### src/rtl/spi_xcvr_pkg.sv
package spi_xcvr_pkg;

   localparam logic [1:0] ADDR_CTRL = 2'd0;
   localparam logic [1:0] ADDR_STAT = 2'd1;
   localparam logic [1:0] ADDR_DATA = 2'd2;

   // control layout, bit 0 first: enable, master, lsb_first, irq_en, rate[1:0], dbl
   typedef struct packed {
      logic       dbl;
      logic [1:0] rate;
      logic       irq_en;
      logic       lsb_first;
      logic       master;
      logic       enable;
   } ctrl_t;

   localparam int CTRL_W = $bits(ctrl_t);

   // log2 of the half serial period, in system clocks
   function automatic logic [2:0] half_log(input logic dbl, input logic [1:0] rate);
      logic [2:0] v;
      case ({dbl, rate})
         3'b000:  v = 3'd1;
         3'b001:  v = 3'd3;
         3'b010:  v = 3'd5;
         3'b011:  v = 3'd6;
         3'b100:  v = 3'd0;
         3'b101:  v = 3'd2;
         3'b110:  v = 3'd4;
         default: v = 3'd5;
      endcase
      return v;
   endfunction

endpackage

### src/rtl/spi_xcvr_sync.sv
module spi_xcvr_sync #(
   parameter int             N       = 3,
   parameter int             STAGES  = 2,
   parameter logic [N-1:0]   RST_VAL = '0
) (
   input  logic         clk,
   input  logic         rst_n,
   input  logic [N-1:0] d,
   output logic [N-1:0] q
);

   if (STAGES < 2) begin : g_bad_stages
      $error("spi_xcvr_sync: STAGES must be at least 2");
   end

   for (genvar g = 0; g < STAGES; g++) begin : g_stage
      logic [N-1:0] r;
      if (g == 0) begin : g_in
         always_ff @(posedge clk or negedge rst_n) begin
            if (!rst_n) r <= RST_VAL;
            else        r <= d;
         end
      end else begin : g_chain
         always_ff @(posedge clk or negedge rst_n) begin
            if (!rst_n) r <= RST_VAL;
            else        r <= g_stage[g-1].r;
         end
      end
   end

   assign q = g_stage[STAGES-1].r;

endmodule

### src/rtl/spi_xcvr_clkdiv.sv
module spi_xcvr_clkdiv #(
   parameter int LOG_MAX = 6
) (
   input  logic       clk,
   input  logic       rst_n,
   input  logic       run,
   input  logic [2:0] log_sel,
   output logic       tick
);

   localparam int CW = (LOG_MAX > 0) ? LOG_MAX : 1;

   if (LOG_MAX < 6) begin : g_bad_log
      $error("spi_xcvr_clkdiv: LOG_MAX must cover a half period of 64");
   end

   logic [CW-1:0] cnt_q;
   logic [CW-1:0] limit;

   assign limit = ~({CW{1'b1}} << log_sel);
   assign tick  = run && (cnt_q == limit);

   always_ff @(posedge clk or negedge rst_n) begin
      if (!rst_n)             cnt_q <= '0;
      else if (!run || tick)  cnt_q <= '0;
      else                    cnt_q <= cnt_q + 1'b1;
   end

endmodule

### src/rtl/spi_xcvr_shifter.sv
module spi_xcvr_shifter #(
   parameter int W = 8
) (
   input  logic         clk,
   input  logic         rst_n,
   input  logic         load,
   input  logic [W-1:0] load_val,
   input  logic         cnt_clr,
   input  logic         sample,
   input  logic         in_bit,
   input  logic         shift,
   input  logic         lsb_first,
   output logic [W-1:0] q,
   output logic         out_bit,
   output logic         byte_done
);

   localparam int CW = (W > 2) ? $clog2(W) : 1;

   logic [W-1:0]  sh_q;
   logic          cap_q;
   logic [CW-1:0] cnt_q;

   assign q         = sh_q;
   assign out_bit   = lsb_first ? sh_q[0] : sh_q[W-1];
   assign byte_done = shift && (cnt_q == CW'(W-1));

   always_ff @(posedge clk or negedge rst_n) begin
      if (!rst_n) begin
         sh_q  <= '0;
         cap_q <= 1'b0;
         cnt_q <= '0;
      end else begin
         if (sample) cap_q <= in_bit;
         if (load)
            sh_q <= load_val;
         else if (shift)
            sh_q <= lsb_first ? {cap_q, sh_q[W-1:1]} : {sh_q[W-2:0], cap_q};
         if (cnt_clr || byte_done) cnt_q <= '0;
         else if (shift)           cnt_q <= cnt_q + 1'b1;
      end
   end

endmodule

### src/rtl/spi_xcvr.sv
module spi_xcvr
   import spi_xcvr_pkg::*;
#(
   parameter int DATA_W      = 8,
   parameter int SYNC_STAGES = 2,
   parameter int LOG_MAX     = 6
) (
   input  logic              clk,
   input  logic              rst_n,
   input  logic              reg_wr,
   input  logic              reg_rd,
   input  logic [1:0]        reg_addr,
   input  logic [DATA_W-1:0] reg_wdata,
   output logic [DATA_W-1:0] reg_rdata,
   output logic              irq,
   input  logic              irq_ack,
   input  logic              sck_in,
   output logic              sck_out,
   output logic              sck_drive,
   input  logic              mosi_in,
   output logic              mosi_out,
   output logic              mosi_drive,
   input  logic              miso_in,
   output logic              miso_out,
   output logic              miso_drive,
   input  logic              sel_n
);

   if (DATA_W < CTRL_W + 1) begin : g_bad_width
      $error("spi_xcvr: DATA_W too narrow for the control register");
   end

   // register file
   logic [DATA_W-1:0] ctrl_raw;
   ctrl_t             ctrl;
   logic              done_q, wcol_q, armed_q;

   assign ctrl = ctrl_t'(ctrl_raw[CTRL_W-1:0]);

   logic m_mode, s_mode;
   assign m_mode = ctrl.enable &  ctrl.master;
   assign s_mode = ctrl.enable & ~ctrl.master;

   // synchronized slave-side pins: bit2 select, bit1 data, bit0 clock
   logic [2:0] pins_s;
   logic       sck_prev, sel_prev;

   spi_xcvr_sync #(.N(3), .STAGES(SYNC_STAGES), .RST_VAL(3'b100)) u_sync (
      .clk   (clk),
      .rst_n (rst_n),
      .d     ({sel_n, mosi_in, sck_in}),
      .q     (pins_s)
   );

   always_ff @(posedge clk or negedge rst_n) begin
      if (!rst_n) begin
         sck_prev <= 1'b0;
         sel_prev <= 1'b1;
      end else begin
         sck_prev <= pins_s[0];
         sel_prev <= pins_s[2];
      end
   end

   logic sck_rise, sck_fall, sel_rise, sel_active;
   assign sck_rise   =  pins_s[0] & ~sck_prev;
   assign sck_fall   = ~pins_s[0] &  sck_prev;
   assign sel_rise   =  pins_s[2] & ~sel_prev;
   assign sel_active =  s_mode & ~pins_s[2];

   // bus decode
   logic data_wr, data_rd, stat_rd, ctrl_wr;
   assign data_wr = reg_wr && (reg_addr == ADDR_DATA);
   assign data_rd = reg_rd && (reg_addr == ADDR_DATA);
   assign stat_rd = reg_rd && (reg_addr == ADDR_STAT);
   assign ctrl_wr = reg_wr && (reg_addr == ADDR_CTRL);

   // master sequencing
   logic busy_q, sclk_q, tick;
   logic xfer_busy, collide, start, load;
   logic m_sample, m_shift, sample, shift, in_bit;
   logic [DATA_W-1:0] sh_val;
   logic out_bit, byte_done;

   assign xfer_busy = m_mode ? busy_q : sel_active;
   assign collide   = data_wr &&  xfer_busy;
   assign load      = data_wr && !xfer_busy;
   assign start     = load && m_mode;

   spi_xcvr_clkdiv #(.LOG_MAX(LOG_MAX)) u_div (
      .clk     (clk),
      .rst_n   (rst_n),
      .run     (busy_q),
      .log_sel (half_log(ctrl.dbl, ctrl.rate)),
      .tick    (tick)
   );

   assign m_sample = tick && !sclk_q;
   assign m_shift  = tick &&  sclk_q;
   assign sample   = m_mode ? m_sample : (sel_active && sck_rise);
   assign shift    = m_mode ? m_shift  : (sel_active && sck_fall);
   assign in_bit   = m_mode ? miso_in  : pins_s[1];

   spi_xcvr_shifter #(.W(DATA_W)) u_shift (
      .clk       (clk),
      .rst_n     (rst_n),
      .load      (load),
      .load_val  (reg_wdata),
      .cnt_clr   (start || (s_mode && sel_rise)),
      .sample    (sample),
      .in_bit    (in_bit),
      .shift     (shift),
      .lsb_first (ctrl.lsb_first),
      .q         (sh_val),
      .out_bit   (out_bit),
      .byte_done (byte_done)
   );

   always_ff @(posedge clk or negedge rst_n) begin
      if (!rst_n) begin
         busy_q <= 1'b0;
         sclk_q <= 1'b0;
      end else if (!m_mode) begin
         busy_q <= 1'b0;
         sclk_q <= 1'b0;
      end else if (start) begin
         busy_q <= 1'b1;
         sclk_q <= 1'b0;
      end else begin
         if (byte_done)     busy_q <= 1'b0;
         if (m_sample)      sclk_q <= 1'b1;
         else if (m_shift)  sclk_q <= 1'b0;
      end
   end

   // control and flags
   logic flag_clr;
   assign flag_clr = (data_wr || data_rd) && armed_q;

   always_ff @(posedge clk or negedge rst_n) begin
      if (!rst_n) begin
         ctrl_raw <= '0;
         done_q   <= 1'b0;
         wcol_q   <= 1'b0;
         armed_q  <= 1'b0;
      end else begin
         if (ctrl_wr) ctrl_raw <= reg_wdata;

         if (byte_done)                done_q <= 1'b1;
         else if (flag_clr || irq_ack) done_q <= 1'b0;

         if (collide)       wcol_q <= 1'b1;
         else if (flag_clr) wcol_q <= 1'b0;

         if (data_wr || data_rd)           armed_q <= 1'b0;
         else if (stat_rd && (done_q || wcol_q)) armed_q <= 1'b1;
      end
   end

   always_comb begin
      case (reg_addr)
         ADDR_CTRL: reg_rdata = ctrl_raw;
         ADDR_STAT: reg_rdata = DATA_W'({wcol_q, done_q});
         ADDR_DATA: reg_rdata = sh_val;
         default:   reg_rdata = '0;
      endcase
   end

   // pins
   assign irq        = done_q && ctrl.irq_en;
   assign sck_out    = sclk_q;
   assign sck_drive  = m_mode;
   assign mosi_out   = m_mode && out_bit;
   assign mosi_drive = m_mode;
   assign miso_out   = sel_active && out_bit;
   assign miso_drive = sel_active;

endmodule

### config.mk
export PLATFORM = sky130hd
export DESIGN_NAME = spi_xcvr
export DESIGN_NICKNAME = d
export VERILOG_FILES = /design/src/rtl/spi_xcvr_pkg.sv /design/src/rtl/spi_xcvr_sync.sv /design/src/rtl/spi_xcvr_clkdiv.sv /design/src/rtl/spi_xcvr_shifter.sv /design/src/rtl/spi_xcvr.sv
export SDC_FILE = /design/constraint.sdc
export NUM_CORES = 1
export LEC_CHECK = 0
export ABC_AREA = 1
export BUFFER_PORTS_ARGS = -buffer_cell sky130_fd_sc_hd__buf_2
export CAP_MARGIN = 40
export CORE_AREA = 3 3 60 84
export DETAILED_ROUTE_END_ITERATION = 16
export DIE_AREA = 0 0 63 87
export HOLD_SLACK_MARGIN = 0.1
export PLACE_DENSITY = 0.7
export REMOVE_ABC_BUFFERS = 1
export SETUP_SLACK_MARGIN = 0.15
export SYNTH_ARGS = -nofsm -noshare
export SYNTH_HDL_FRONTEND = slang
export SYNTH_SLANG_ARGS = --single-unit
### constraint.sdc
create_clock -name clk -period 2.2 [get_ports clk]
set_input_delay 0.11 -clock clk [delete_from_list [all_inputs] [get_ports clk]]
set_output_delay 0.11 -clock clk [all_outputs]
set_load 0.005 [all_outputs]
* Yosys cells after proc, flatten, opt, wreduce, memory -nomap -nowiden *
Cells that the tools add are included.
W data, S select, Z words.

operators by class
  shift-type cells = 1
  bitwise gates (word level) = 12
  muxes and demuxes = 26
  equality and inequality tests = 11
  $add $sub $neg = 2
  reduce and logical (&&, ||, !) cells = 35

operators by type and width
  cell                   number
  $mux W8                3
  $pmux W8 S3            1
  $logic_and A1 B1 Y1    19
  $mux W1                18
  $pmux W3 S6            1
  $eq A3 B3 Y1 const B   4
  $reduce_bool A2 Y1     5
  $add A6 B1 Y6 const B  1
  $and A1 B1 Y1          6
  $eq A6 B6 Y1           1
  $logic_or A1 B1 Y1     6
  $mux W3                2
  $mux W6                1
  $not A6 Y6             1
  $shl A6 B3 Y6 const A  1
  $not A1 Y1             5
  $ne A4 B1 Y1 const B   1
  $add A3 B1 Y3 const B  1
  $eq A3 B1 Y1 const B   1
  $eq A3 B2 Y1 const B   1
  $logic_not A1 Y1       3
  $logic_not A3 Y1       1
  $ne A3 B1 Y1 const B   1
  $eq A2 B1 Y1 const B   1
  other kinds (2)        2

storage, ports and cells
  input bits = 19
  logic and storage cells = 101
  output and inout bits = 15
  register bits after elaboration = 39

* Longest topological paths before layout *
  depth after elaboration = 12
  mapped depth = 14

* By module *
Synthesis repeated with hierarchy kept, for this count alone.

second synthesis, totals
  cells, all modules = 278
  area total of the unflattened synthesis = 2167.1 um2

modules (own cells, without submodules)
  module            cells each  times used  area each (um2)  sequential area each (um2)
  spi_xcvr          122         1           899.6            376.6
  spi_xcvr_shifter  96          1           715.7            300.3
  spi_xcvr_clkdiv   54          1           399.1            150.1
  spi_xcvr_sync     6           1           152.6            152.6

* Worst setup path before layout *
No wires, ideal clock.

  path kind = flip-flop to flip-flop
  start = reg ctrl_raw[5]
  end = reg u_shift.cnt_q[1]
  data required time = 2131 ps
  cell stages (with the launch flop) = 14
  clock period less this slack = 1461 ps
  arrival = 1393 ps
  path buffers = 2
  path slack = 739 ps
  library setup time = 69 ps
  cells stage by stage = dfrtp_1 buf_6 nor2_2 nand3_1 nand2_1 nand2_2 nor2_4 nand3_4 nand2_4 buf_8 nand2_2 nand2_1 inv_1 nor2_2

between the ends
  cells in the longest elaborated chain, start to end = 11
  elaborated cells on any way between the ends = 17

ends and longest elaborated chain
  element                                               RTL line                source
  from (decl)                                           spi_xcvr.sv:34          logic [DATA_W-1:0] ctrl_raw;
  from (signal assigned)                                spi_xcvr.sv:147         if (ctrl_wr) ctrl_raw <= reg_wdata;
  $eq A3 B3 Y1 (tied with other cells)                  spi_xcvr_pkg.sv:22      case ({dbl, rate})
  $pmux W3 S6 *                                         spi_xcvr_pkg.sv:22
  $shl A6 B3 Y6 *                                       spi_xcvr_clkdiv.sv:20   assign limit = ~({CW{1'b1}} << log_sel);
  $not A6 Y6 *                                          spi_xcvr_clkdiv.sv:20
  $eq A6 B6 Y1 *                                        spi_xcvr_clkdiv.sv:21   assign tick = run && (cnt_q == limit);
  $logic_and A1 B1 Y1 *                                 spi_xcvr_clkdiv.sv:21
  $logic_and A1 B1 Y1 *                                 spi_xcvr.sv:99          assign m_shift = tick && sclk_q;
  $mux W1 *                                             spi_xcvr.sv:101         assign shift = m_mode ? m_shift : (sel_active && sck_fall);
  $logic_and A1 B1 Y1                                   spi_xcvr_shifter.sv:26  assign byte_done = shift && (cnt_q == CW'(W-1));
  $logic_or A1 B1 Y1                                    spi_xcvr_shifter.sv:39  if (cnt_clr || byte_done) cnt_q <= '0;
  $mux W3 / $reduce_bool A2 Y1 (equally long branches)  --
  to (signal assigned)                                  spi_xcvr_shifter.sv:40  else if (shift) cnt_q <= cnt_q + 1'b1;
  to (decl)                                             spi_xcvr_shifter.sv:22  logic [CW-1:0] cnt_q;

Mark *: on every way between the ends. The rest lies on a longest branch, timed or not.
A chain may end at the register's enable or synchronous reset.

* Final worst setup path *
  start = reg ctrl_raw[5]
  end = reg u_shift.sh_q[7], in the netlist u_shift.q[7]

between the ends
  cells in the longest elaborated chain, start to end = 9
  elaborated cells on any way between the ends = 14

ends and longest elaborated chain
  element                               RTL line                source
  $eq A3 B3 Y1 (tied with other cells)  spi_xcvr_pkg.sv:22
  $pmux W3 S6 *                         spi_xcvr_pkg.sv:22
  $shl A6 B3 Y6 *                       spi_xcvr_clkdiv.sv:20
  $not A6 Y6 *                          spi_xcvr_clkdiv.sv:20
  $eq A6 B6 Y1 *                        spi_xcvr_clkdiv.sv:21
  $logic_and A1 B1 Y1 *                 spi_xcvr_clkdiv.sv:21
  $logic_and A1 B1 Y1 *                 spi_xcvr.sv:99
  $mux W1 *                             spi_xcvr.sv:101
  $reduce_bool A2 Y1 (no line) *        --
  to (signal assigned)                  spi_xcvr_shifter.sv:36  sh_q <= load_val;
  to (signal assigned)                  spi_xcvr_shifter.sv:38  sh_q <= lsb_first ? {cap_q, sh_q[W-1:1]} : {sh_q[W-2:0], cap_q};
  to (decl)                             spi_xcvr_shifter.sv:20  logic [W-1:0] sh_q;

Marks and branches as above.

==> metrics.md <==
| Metric | Value |
|---|---|
| Total global routing overflow | `0` |
| Postcts setup bufs | `0` |
| Die X | `63 um` |
| Ys async rst share | `100.0%` |
| H-Tree Depth | `2` |
| Post-synthesis cell area | `2161 um^2` |
| Fillcell total | `402` |
| RSZ-0062 raised after global routing | `false` |
| DP HPWL | `3559 um` |
| Core region area | `4309 um^2` |
| Final hold violations | `0` |
| Power Dens Cells | `799.0 nW/um^2` |
| Vias per inst | `4.865` |
| IO Port Bufs | `33` |
| Max-cap violations | `0` |
| Finished Cell Area | `2575 um^2` |
| Initial DRT Pass Iterations | `4` |
| Status | `finished clean` |
| DIE AREA | `5481 um^2` |
| Worst Path Required | `2.43 ns` |
| CP Launch Type | `flop` |
| Worst min-delay path class | `primary input to flop` |
| Crit path max-delay family | `simple AND/OR/NAND/NOR gates` |
| Area growth, synth to finish | `19.17%` |
| Most common cell on crit path | `nand2_1` |
| Clk_skew | `0.006177 ns` |
| Switch share | `31.81%` |
| Starting DRT DRC Count | `55` |
| CTS Buf Count | `5` |
| Max-Slew Margin vs Limit | `62.39%` |
| Min cycle time layout | `1.715 ns` |
| VDD IR-drop max | `562.8 uV` |
| NetSw | `0.6545 mW` |
| Reg power frac | `47.2%` |
| # IOs | `34` |
| Setup Total Neg Slack | `0 ns` |
| Syn avg cell area | `7.745 um^2` |
| Initial antenna violation count | `0` |
| Top FF cell, synth | `dfrtp_1` |
| Cell taking the most area after synthesis | `dfrtp_1` |
| Antenna Nets Post-Route | `0` |
| Clock-pin slew on the worst setup and hold paths | `0.07 ns` |
| Setup CP Type | `flop to flop` |
| Leak | `1.337 nW` |
| Seq cells post-synth | `39` |
| Root Buffer | `clkbuf_8` |
| Syn Inst Count | `279` |
| Die Span Y | `87 um` |
| Setup crit end kind | `flop` |
| Clock power frac | `28.3%` |
| First-pass GRT wire length | `8197 um` |
| Int Pwr | `1.403 mW` |
| Slew @ Worst Pin | `0.5641 ns` |
| CP bufs+invs | `0` |
| Nets | `345` |
| Critical path arrival | `1.94 ns` |
| Slew Limit Fails | `0` |
| DP Area | `2379 um^2` |
| Final core utilization | `59.76%` |
| Post-synthesis cell type count | `33` |
| GRT Total Usage | `19.03%` |
| Worst path cell trace | `nor2_2 -> nand2_1 -> nand2_1 -> nand2_1 -> nand2_2 -> nor2_4 -> nand3_4 -> nand2_4 -> nor2_2 -> nand2_1 -> nand2_1` |
| Synth area leaders | `dfrtp_1, nand2_1, inv_1` |
| Antenna cells | `0` |
| Max Clk Rate | `583.1 MHz` |
| CP max stage cell | `dfrtp_1` |
| Post-synth top area share | `41.69%` |
| CTS resizes | `0` |
| TritonCTS clock tree | `built` |
| Row count | `28` |
| Vias in the first global route | `1836` |
| Final Setup Violations | `0` |
| Leading post-synthesis cells by instance count | `nand2_1, dfrtp_1, inv_1` |
| Yosys warnings | `0` |
| Largest net degree at the start of global routing | `26` |
| CP Max Fanout | `13` |
| Register area share after synthesis | `45.34%` |
| Mean routed wirelength per cell | `12.03 um` |
| Fraction of layout cells with a size suffix above 1 | `20.37%` |
| Final period util | `77.96%` |
| Clock buffer depth | `2` |
| Routed WL | `4619 um` |
| Cell with the most instances after synthesis | `nand2_1` |
| Combinational power share | `24.5%` |
| CTS sink cnt | `39` |
| Worst path max stage delay | `0.50 ns` |
| EDFF count, synth | `0` |
| Clk Latency, worst-skew pair | `0.29 ns` |
| DRC | `0` |
| Routability cong. | `0.8283` |
| Routed vias | `1868` |
| Initial core utilization | `50.15%` |
[per-stage QoR]
| step | setup WS (ns) | power (mW) | hold slack, ns | cells |
|---|---|---|---|---|
| after floorplan | 0.6512 | 1.305 | -0.1856 | 272 |
| after global placement | 0.5546 | 1.463 | 0.2156 | 366 |
| after detailed placement | 0.5056 | 1.478 | 0.04497 | 367 |
| after CTS | 0.5028 | 2.076 | 0.1055 | 384 |
| after global routing | 0.3540 | 2.217 | 0.1124 | 384 |
| final | 0.4849 | 2.057 | 0.1010 | 384 |
[registers in the layout, summed over array words and instances, names as in the netlist]
| register | cells |
|---|---|
| u_shift.cnt_q | 3 |
| done_q | 1 |
| u_sync.g_stage.r | 3 |
| u_sync.q | 3 |
| u_shift.q | 8 |
| sel_prev | 1 |
| sck_out | 1 |
| wcol_q | 1 |
| u_shift.cap_q | 1 |
| sck_prev | 1 |
| armed_q | 1 |
| u_div.cnt_q | 6 |
| busy_q | 1 |
| ctrl_raw | 8 |
[repair_timing]
| action | 4_1_cts | 5_1_grt |
|---|---|---|
| hold buffers | 9 | 0 |
| hold endpoints to repair | 44 | 0 |
| setup endpoints to repair | 0 | 0 |
[layout by cell type, fill, tap and decap left out, types with 2 or more instances in the layout]
master         instances
nand2_1               82
inv_1                 36
dfrtp_1               36
buf_2                 33
o21ai_0               23
nor2_1                17
nand3_1               14
o21ai_1                9
dlygate4sd3_1          9
inv_2                  8
o211ai_1               8
clkbuf_8               5
nor2_2                 4
nand2_2                4
o22ai_1                3
nor2_4                 3
ha_1                   3
dfstp_2                3
xnor2_1                2
nand3b_1               2
xor2_1                 2
nand4_1                2
nor3b_1                2
o31ai_1                2
clkbuf_1               2
[worst register-to-register path, cell delays in order, from the launching register on]
cell     delay (ns)
dfrtp_1        0.50
nor2_2         0.19
nand2_1        0.07
nand2_1        0.06
nand2_1        0.07
nand2_2        0.08
nor2_4         0.04
nand3_4        0.07
nand2_4        0.12
nor2_2         0.29
nand2_1        0.10
nand2_1        0.08
[final cells by class]
| class | instances | area [um^2] | area share (%) |
|---|---|---|---|
| repair buffers | 44 | 282.8 | 10.98 |
| clock buffers | 7 | 76.32 | 2.964 |
| clock inverters | 1 | 30.03 | 1.166 |
| multi-input cells | 189 | 965.9 | 37.51 |
| well taps | 60 | 75.07 | 2.915 |
| flip-flops and latches | 39 | 979.7 | 38.05 |
| inverters | 44 | 165.2 | 6.414 |
[routing by layer]
layer  share of wire [%]  wire length, um  up-vias  global-route usage [%]
li1                    -                -      972                       -
met1                  43             2007      850                   22.43
met2                  52             2395       38                   34.20
met3                 2.9              136        8                   3.230
met4                 1.7               80        0                   7.631
met5                   0                0        -                       0
[power groups by stage]
| stage | logic (mW) | registers (mW) | clock network (mW) |
|---|---|---|---|
| floorplan | 0.364 | 0.941 | 0 |
| global placement | 0.481 | 0.982 | 0 |
| detailed placement | 0.496 | 0.982 | 0 |
| CTS | 0.510 | 0.971 | 0.595 |
| global route | 0.589 | 0.989 | 0.639 |
| finish | 0.503 | 0.972 | 0.582 |
[path summary, 6_finish.rpt]
check / from / end / slack, ns / cells past startpoint
max in group asynchronous: rst_n / u_sync.g_stage[0].r[2] / 1.41 / 3
min reg2reg: u_sync.g_stage[0].r[1] / u_sync.q[1] / 0.35 / 0
min in group asynchronous: rst_n / u_shift.q[5] / 0.27 / 2
max: ctrl_raw[5] / u_shift.q[7] / 0.48 / 11
min: reg_rd / armed_q / 0.10 / 3
max reg2reg: ctrl_raw[5] / u_shift.q[7] / 0.48 / 11
[logic make-up (layout without fill, tap and decap cells)]
group / after synthesis / in the layout / synth area share, %
xor gates and xnor gates: 4 / 4 / 1.622
AOI/OAI and AO/OA: 49 / 49 / 13.26
and+or+nand+nor: 133 / 133 / 28.08
adders and majority gates: 3 / 3 / 1.737
DFF: 39 / 39 / 45.34
buffers and inverters: 51 / 96 / 9.959
(Power assumes the default switching activity.)
